**src/rtl/tlc_comb_pkg.sv**
```systemverilog
package tlc_comb_pkg;
  localparam int TRIP_W = 3;
  localparam int SYM_W  = 2;

  typedef enum logic [2:0] {
    ST_IDLE,
    ST_PASS1,
    ST_WAIT_BIN,
    ST_PASS2,
    ST_DONE
  } pass_state_t;

  typedef struct packed {
    logic [TRIP_W-1:0] rcv;
    logic [TRIP_W-1:0] mid;
  } cell_rec_t;

  localparam int REC_W = 2 * TRIP_W;
endpackage

```
**src/rtl/tlc_flip_fix.sv**
```systemverilog
module tlc_flip_fix
  import tlc_comb_pkg::*;
(
  input  logic [TRIP_W-1:0] trip_i,
  input  logic [SYM_W-1:0]  sym_i,
  output logic [TRIP_W-1:0] trip_o
);
  logic [TRIP_W-1:0] hi;
  logic [TRIP_W-1:0] fixed;

  // fold every triplet onto the top-bit-set half, correct there, unfold
  always_comb begin
    hi = trip_i[2] ? trip_i : ~trip_i;
    case ({hi[1:0], sym_i})
      4'b11_01: fixed = 3'b101;
      4'b11_10: fixed = 3'b011;
      4'b11_11: fixed = 3'b110;
      4'b10_01: fixed = 3'b111;
      4'b10_10: fixed = 3'b010;
      4'b10_11: fixed = 3'b100;
      4'b00_01: fixed = 3'b110;
      4'b00_10: fixed = 3'b000;
      4'b00_11: fixed = 3'b101;
      4'b01_01: fixed = 3'b100;
      4'b01_10: fixed = 3'b001;
      4'b01_11: fixed = 3'b111;
      default:  fixed = hi;
    endcase
    trip_o = trip_i[2] ? fixed : ~fixed;
  end
endmodule

```
**src/rtl/tlc_page_ram.sv**
```systemverilog
module tlc_page_ram #(
  parameter int DEPTH = 256,
  parameter int WIDTH = 6,
  parameter int AW    = 8
) (
  input  logic             clk,
  input  logic             we,
  input  logic [AW-1:0]    waddr,
  input  logic [WIDTH-1:0] wdata,
  input  logic [AW-1:0]    raddr,
  output logic [WIDTH-1:0] rdata
);
  logic [WIDTH-1:0] mem [DEPTH];

  always_ff @(posedge clk) begin
    if (we) mem[waddr] <= wdata;
    rdata <= mem[raddr];
  end
endmodule

```
**src/rtl/tlc_pass_fsm.sv**
```systemverilog
module tlc_pass_fsm
  import tlc_comb_pkg::*;
#(
  parameter int CELLS = 256,
  parameter int AW    = 8
) (
  input  logic          clk,
  input  logic          rst,
  input  logic          in_fire,
  input  logic          bin_fire,
  input  logic          msb_busy,
  input  logic          out_busy,
  output pass_state_t   state,
  output logic [AW-1:0] wptr,
  output logic [AW-1:0] rptr,
  output logic [AW-1:0] raddr,
  output logic          in_last,
  output logic          bin_last
);
  localparam logic [AW-1:0] LAST = AW'(CELLS - 1);

  assign in_last  = (wptr == LAST);
  assign bin_last = (rptr == LAST);
  // address of the cell whose record must be ready on the next cycle
  assign raddr = bin_fire ? (bin_last ? '0 : rptr + 1'b1) : rptr;

  always_ff @(posedge clk) begin
    if (rst) begin
      state <= ST_IDLE;
      wptr  <= '0;
      rptr  <= '0;
    end else begin
      case (state)
        ST_IDLE, ST_PASS1: begin
          if (in_fire) begin
            if (in_last) begin
              state <= ST_WAIT_BIN;
              wptr  <= '0;
            end else begin
              state <= ST_PASS1;
              wptr  <= wptr + 1'b1;
            end
          end
        end
        ST_WAIT_BIN: begin
          if (!msb_busy) begin
            state <= ST_PASS2;
            rptr  <= '0;
          end
        end
        ST_PASS2: begin
          if (bin_fire) begin
            if (bin_last) begin
              state <= ST_DONE;
              rptr  <= '0;
            end else begin
              rptr <= rptr + 1'b1;
            end
          end
        end
        ST_DONE: begin
          if (!out_busy) state <= ST_IDLE;
        end
        default: state <= ST_IDLE;
      endcase
    end
  end

  // the second pass never begins with top bits still pending
  a_r6_no_early_pass2: assert property (@(posedge clk) disable iff (rst)
    (state == ST_WAIT_BIN && msb_busy) |=> (state != ST_PASS2));
endmodule

```
**src/rtl/tlc_cell_combiner.sv**
```systemverilog
module tlc_cell_combiner
  import tlc_comb_pkg::*;
#(
  parameter int CELLS = 256
) (
  input  logic              clk,
  input  logic              rst,
  input  logic              cell_valid,
  output logic              cell_ready,
  input  logic [TRIP_W-1:0] cell_bits,
  input  logic [SYM_W-1:0]  cell_sym,
  input  logic              cell_qfail,
  output logic              msb_valid,
  input  logic              msb_ready,
  output logic              msb_bit,
  output logic              msb_last,
  input  logic              err_valid,
  output logic              err_ready,
  input  logic              err_bit,
  input  logic              err_fail,
  output logic              out_valid,
  input  logic              out_ready,
  output logic [TRIP_W-1:0] out_bits,
  output logic              out_last,
  output logic              out_fail
);
  localparam int AW = (CELLS > 1) ? $clog2(CELLS) : 1;

  pass_state_t       state;
  logic [AW-1:0]     wptr, rptr, raddr;
  logic              in_last, bin_last;
  logic              in_fire, bin_fire;
  logic [TRIP_W-1:0] fix_trip;
  logic              fail_q, fail_now;
  cell_rec_t         wrec, rrec;
  logic [REC_W-1:0]  rdata;

  assign cell_ready = (state == ST_IDLE || state == ST_PASS1) && (!msb_valid || msb_ready);
  assign err_ready  = (state == ST_PASS2) && (!out_valid || out_ready);
  assign in_fire    = cell_valid && cell_ready;
  assign bin_fire   = err_valid && err_ready;

  tlc_flip_fix u_fix (
    .trip_i (cell_bits),
    .sym_i  (cell_sym),
    .trip_o (fix_trip)
  );

  tlc_pass_fsm #(.CELLS(CELLS), .AW(AW)) u_fsm (
    .clk      (clk),
    .rst      (rst),
    .in_fire  (in_fire),
    .bin_fire (bin_fire),
    .msb_busy (msb_valid),
    .out_busy (out_valid),
    .state    (state),
    .wptr     (wptr),
    .rptr     (rptr),
    .raddr    (raddr),
    .in_last  (in_last),
    .bin_last (bin_last)
  );

  assign wrec.rcv = cell_bits;
  assign wrec.mid = fix_trip;

  tlc_page_ram #(.DEPTH(CELLS), .WIDTH(REC_W), .AW(AW)) u_ram (
    .clk   (clk),
    .we    (in_fire),
    .waddr (wptr),
    .wdata (wrec),
    .raddr (raddr),
    .rdata (rdata)
  );

  assign rrec = rdata;

  // failure is sticky over a page and cleared by its first cell
  assign fail_now = fail_q | err_fail;

  always_ff @(posedge clk) begin
    if (rst) begin
      fail_q <= 1'b0;
    end else if (in_fire) begin
      fail_q <= ((state == ST_IDLE) ? 1'b0 : fail_q) | cell_qfail;
    end else if (bin_fire) begin
      fail_q <= fail_now;
    end
  end

  // first-pass top-bit stream register
  always_ff @(posedge clk) begin
    if (rst) begin
      msb_valid <= 1'b0;
      msb_bit   <= 1'b0;
      msb_last  <= 1'b0;
    end else if (in_fire) begin
      msb_valid <= 1'b1;
      msb_bit   <= fix_trip[2];
      msb_last  <= in_last;
    end else if (msb_ready) begin
      msb_valid <= 1'b0;
    end
  end

  // second-pass output register
  always_ff @(posedge clk) begin
    if (rst) begin
      out_valid <= 1'b0;
      out_bits  <= '0;
      out_last  <= 1'b0;
      out_fail  <= 1'b0;
    end else if (bin_fire) begin
      out_valid <= 1'b1;
      out_bits  <= fail_now ? rrec.rcv : (rrec.mid ^ {TRIP_W{err_bit}});
      out_last  <= bin_last;
      out_fail  <= fail_now;
    end else if (out_ready) begin
      out_valid <= 1'b0;
    end
  end

  // symbol 0 leaves the triplet as received
  a_r1_zero_sym: assert property (@(posedge clk) disable iff (rst)
    (in_fire && cell_sym == 2'd0) |-> (fix_trip == cell_bits));
  // a nonzero symbol changes exactly one bit
  a_r2_one_flip: assert property (@(posedge clk) disable iff (rst)
    (in_fire && cell_sym != 2'd0) |-> ($countones(fix_trip ^ cell_bits) == 1));
  // error bits are not taken while a top bit is pending
  a_r6_err_after_msb: assert property (@(posedge clk) disable iff (rst)
    err_ready |-> !msb_valid);
  // no new page while output cells remain
  a_r7_no_overlap: assert property (@(posedge clk) disable iff (rst)
    out_valid |-> !cell_ready);
  // stalled ports hold their data
  a_r10_msb_hold: assert property (@(posedge clk) disable iff (rst)
    (msb_valid && !msb_ready) |=> (msb_valid && $stable(msb_bit) && $stable(msb_last)));
  a_r10_out_hold: assert property (@(posedge clk) disable iff (rst)
    (out_valid && !out_ready) |=> (out_valid && $stable(out_bits) && $stable(out_last) && $stable(out_fail)));
endmodule

```
**config.mk**
```make
export PLATFORM = sky130hd
export DESIGN_NAME = tlc_cell_combiner
export DESIGN_NICKNAME = d
export VERILOG_FILES = /design/src/rtl/tlc_comb_pkg.sv /design/src/rtl/tlc_flip_fix.sv /design/src/rtl/tlc_page_ram.sv /design/src/rtl/tlc_pass_fsm.sv /design/src/rtl/tlc_cell_combiner.sv
export SDC_FILE = /design/constraint.sdc
export NUM_CORES = 2
export LEC_CHECK = 0
export BUFFER_PORTS_ARGS = -buffer_cell sky130_fd_sc_hd__buf_2
export CAP_MARGIN = 10
export CORE_UTILIZATION = 54
export CTS_BUF_LIST = sky130_fd_sc_hd__clkbuf_4
export DETAILED_ROUTE_END_ITERATION = 6
export HOLD_SLACK_MARGIN = 0.1
export PLACE_DENSITY_LB_ADDON = 0.1
export SETUP_SLACK_MARGIN = 0.15
export SYNTH_ARGS = -nofsm -noshare
export SYNTH_HDL_FRONTEND = slang
export SYNTH_SLANG_ARGS = --single-unit
```
**constraint.sdc**
```tcl
create_clock -name clk -period 10.3 [get_ports clk]
set_input_delay 0.515 -clock clk [delete_from_list [all_inputs] [get_ports clk]]
set_output_delay 0.515 -clock clk [all_outputs]
set_load 0.05 [all_outputs]
```
==> flow_summary.ini <==
[setup_path]
worst_path_most_repeated_cell = nand3_1
max_stage_delay_ns = 0.87
worstPathRequired_ns = 11.50
arrival_ns = 7.24
crit_slowest_cell = a2111oi_0
start_kind = register
path_class = register to register
path_buf_inv = 2
reg2regPathDepth = 12
crit_chain = ha_1 -> nand3_1 -> o2111ai_2 -> and2_4 -> buf_4 -> buf_12 -> mux2i_1 -> a32oi_1 -> a31oi_1 -> a2111oi_0 -> nand3_1 -> nand4_1
path_delay_family = compound AO/OA/AOI/OAI gates
critPathCaptureType = register
critPathMaxFanout = 164
cp.depth = 12

[drt]
drt_wl_total_mm = 176
routed.top_layer = met5
final_antenna_net_count = 0
dr.pass1.iters = 5
drt-met1-wl_mm = 71.8
routed-wl-met3_mm = 15.6
avgRoutedWirePerCell_um = 27.1
drt_iter0_markers = 4458
vias = 39901
via_per_inst = 6.15
wl_met2_mm = 81.5
drcViolationCount = 0

[die]
ios = 25
die_w_um = 344
coreArea_um2 = 116000
fp.dieArea_um2 = 118000
rows = 125
chipHeight_um = 344
start_util_pct = 54.4

[sta]
fin_worst_skew_ns = 0.0914
fin_crit_sh_pct = 58.6
setup_tns_ns = 0
max_freq_mhz = 166
finalHoldViolations = 0
finalWorstPathRequiredPeriod_ns = 6.04
finalMaxSlewViolations = 0
setup_viol = 0
worst_slew_pin_slew_ns = 1.30
rsz0062_at_grt = no
relSlewSlack_pct = 13.1

[layout]
fin_nets = 4736
regArea_um2 = 46800
drive_above_1_share_pct = 16.2
multi_input_area_um2 = 15000
fill_cells = 9212
area_delta_synth_final_pct = 10.1
final_cells = 6489

[logic_synthesis]
yosys.area.top_type = edfxtp_1
yosysMostFrequentCell = edfxtp_1
synth_warnings = 0
synth_area_um2 = 63200
synth_top_area_share_pct = 73.0
synth_common_cells = edfxtp_1 (1,536), nand2_1 (848), nor2_1 (321), nand3_1 (280), a21oi_1 (239)
yosys-top-cells-area = edfxtp_1 (73%), nand2_1 (5.0%), mux2i_1 (2.9%)
yosysUniqueCellTypes = 80
synth_flop_cell = edfxtp_1
synth_nets = 4502
ys_ff_latch = 1571
synth-async-reset-ratio_pct = 0
syn_area_per_cell_um2 = 14.1
seq_area_frac_synth_pct = 74.1
synth-edff-count = 1536
syn_inst = 4483

[clock_network]
cts.sinks = 1571
clk_pin_slew_ns = 0.07
numCtsBuffers = 408
cts_htree_levels = 5
cts_tree = yes
clock_path_buffers = 4
cts_hold_buffers = 21
postCtsSetupBuffers = 0
cts.repair.resized = 0
cts-root-buf = clkbuf_4
clock_latency_ns = 1.30

[pwr]
power_density_nw_per_um2 = 178
p_switching_mw = 2.60
intPower_mw = 9.78
swShare_pct = 21.0
p_leak_nw = 23.1
irDropWorstVdd_uv = 158
p_seq_share_pct = 57.1
clkPwrFrac_pct = 41.0
pwr-share-comb_pct = 1.8

[job]
cap_violations = 0

[global_routing]
grt_usage_pct = 29.9
grt_pass1_vias = 38959
antenna_found_initial = 6
grt_max_degree = 188
grt_pass1_wl_mm = 257
grt-ovfl-total = 0

[placement]
gp_congestion = 0.860
dp.cells = 5810
numPortBuffers = 24
hpwl_mm = 103

[status]
status = finished clean

[hold_path]
hold_depth = 4
hold_class = primary input to register
==> registers in the layout, summed over array words and instances (netlist names) <==
signal	cells
fail_q	1
msb_bit	1
msb_last	1
msb_valid	1
out_bits	3
out_fail	1
out_last	1
out_valid	1
u_fsm.rptr	8
u_fsm.state	3
u_fsm.wptr	8
u_ram.mem	1536
u_ram.rdata	6
==> tightest hold or removal path, delay by kind of cell <==
family | cells | cell delay, ns
xor gates and xnor gates | 1 | 0.06
and+or+nand+nor | 1 | 0.11
buffers and inverters | 2 | 0.44
==> layer usage <==
| layer | vias up | GRT usage (%) |
|---|---|---|
| met3 | 308 | 6.59 |
| met2 | 1957 | 45.4 |
| li1 | 17681 | - |
| met1 | 19953 | 41.7 |
| met5 | - | 0 |
| met4 | 2 | 13.5 |
==> power by group through the flow <==
| stage | Combinational (mW) | Clock [mW] | Sequential, mW |
|---|---|---|---|
| 6_report | 0.225 | 5.08 | 7.08 |
| 5_1_grt | 0.241 | 5.50 | 7.07 |
| 4_1_cts | 0.226 | 5.17 | 7.08 |
| 3_5_place_dp | 0.221 | 0 | 7.21 |
| 3_3_place_gp | 0.215 | 0 | 7.21 |
| 2_1_floorplan | 0.0718 | 0 | 7.24 |
==> layout make-up <==
cell class / instances / area share [%]
sequential: 1571 / 67.3
multi-input combinational: 2603 / 21.6
clock buffer: 597 / 6.44
tap: 1524 / 2.74
timing repair buffer: 125 / 1.49
clock inverter: 57 / 0.437
inverter: 8 / 0.0432
antenna: 4 / 0.0144
==> cell families (layout without fill, tap and decap cells) <==
group,Yosys count,after routing,share of synthesized area (%)
xor gates and xnor gates,13,13,0.192
AOI/OAI and AO/OA,734,734,7.70
muxes,226,226,4.37
and+or+nand+nor,1625,1625,11.1
adders and majority gates,5,5,0.0990
DFF,1571,1571,74.1
other,0,4,0
buffers and inverters,309,787,2.43
==> path summary, 6_finish.rpt <==
kind / start / to / slack, ns
hold reg to reg: msb_last / msb_last / 0.49
setup / recovery: u_fsm.rptr[1] / u_ram.rdata[3] / 4.26
hold / removal: cell_sym[1] / u_ram.mem[22][2] / 0.21
setup reg to reg: u_fsm.rptr[1] / u_ram.rdata[3] / 4.26
==> cell usage in the layout (no fill, tap or decap), drive strengths merged, types with 9 or more instances in the layout <==
cell type / n
mux2i: 180
mux4: 39
a32oi: 86
inv: 10
a2111oi: 10
nor2: 321
a22oi: 71
clkinv: 50
a21boi: 14
dlygate4sd3: 21
o31ai: 9
nand3: 281
nand4: 25
nor3: 20
nor4: 18
a211oi: 49
and3: 62
o21ai: 85
a22o: 19
o22ai: 35
a31oi: 54
edfxtp: 1536
o211ai: 15
a21oi: 240
buf: 101
dfxtp: 35
nand2: 849
clkbuf: 599
==> stage by stage <==
step                hold slack (ns)  area [um2]  utilization, %  total power, mW  setup slack, ns
floorplan                     0.483       63200               -             7.32            0.699
global placement              0.467       64500            55.6             7.43             4.49
detailed placement            0.483       64600            55.7             7.44             4.46
CTS                           0.102       69600            60.0             12.5             4.45
global route                  0.177       69600            60.0             12.8             4.15
finish                        0.205       69600            60.0             12.4             4.26
Power figures use the tool's default switching activity.
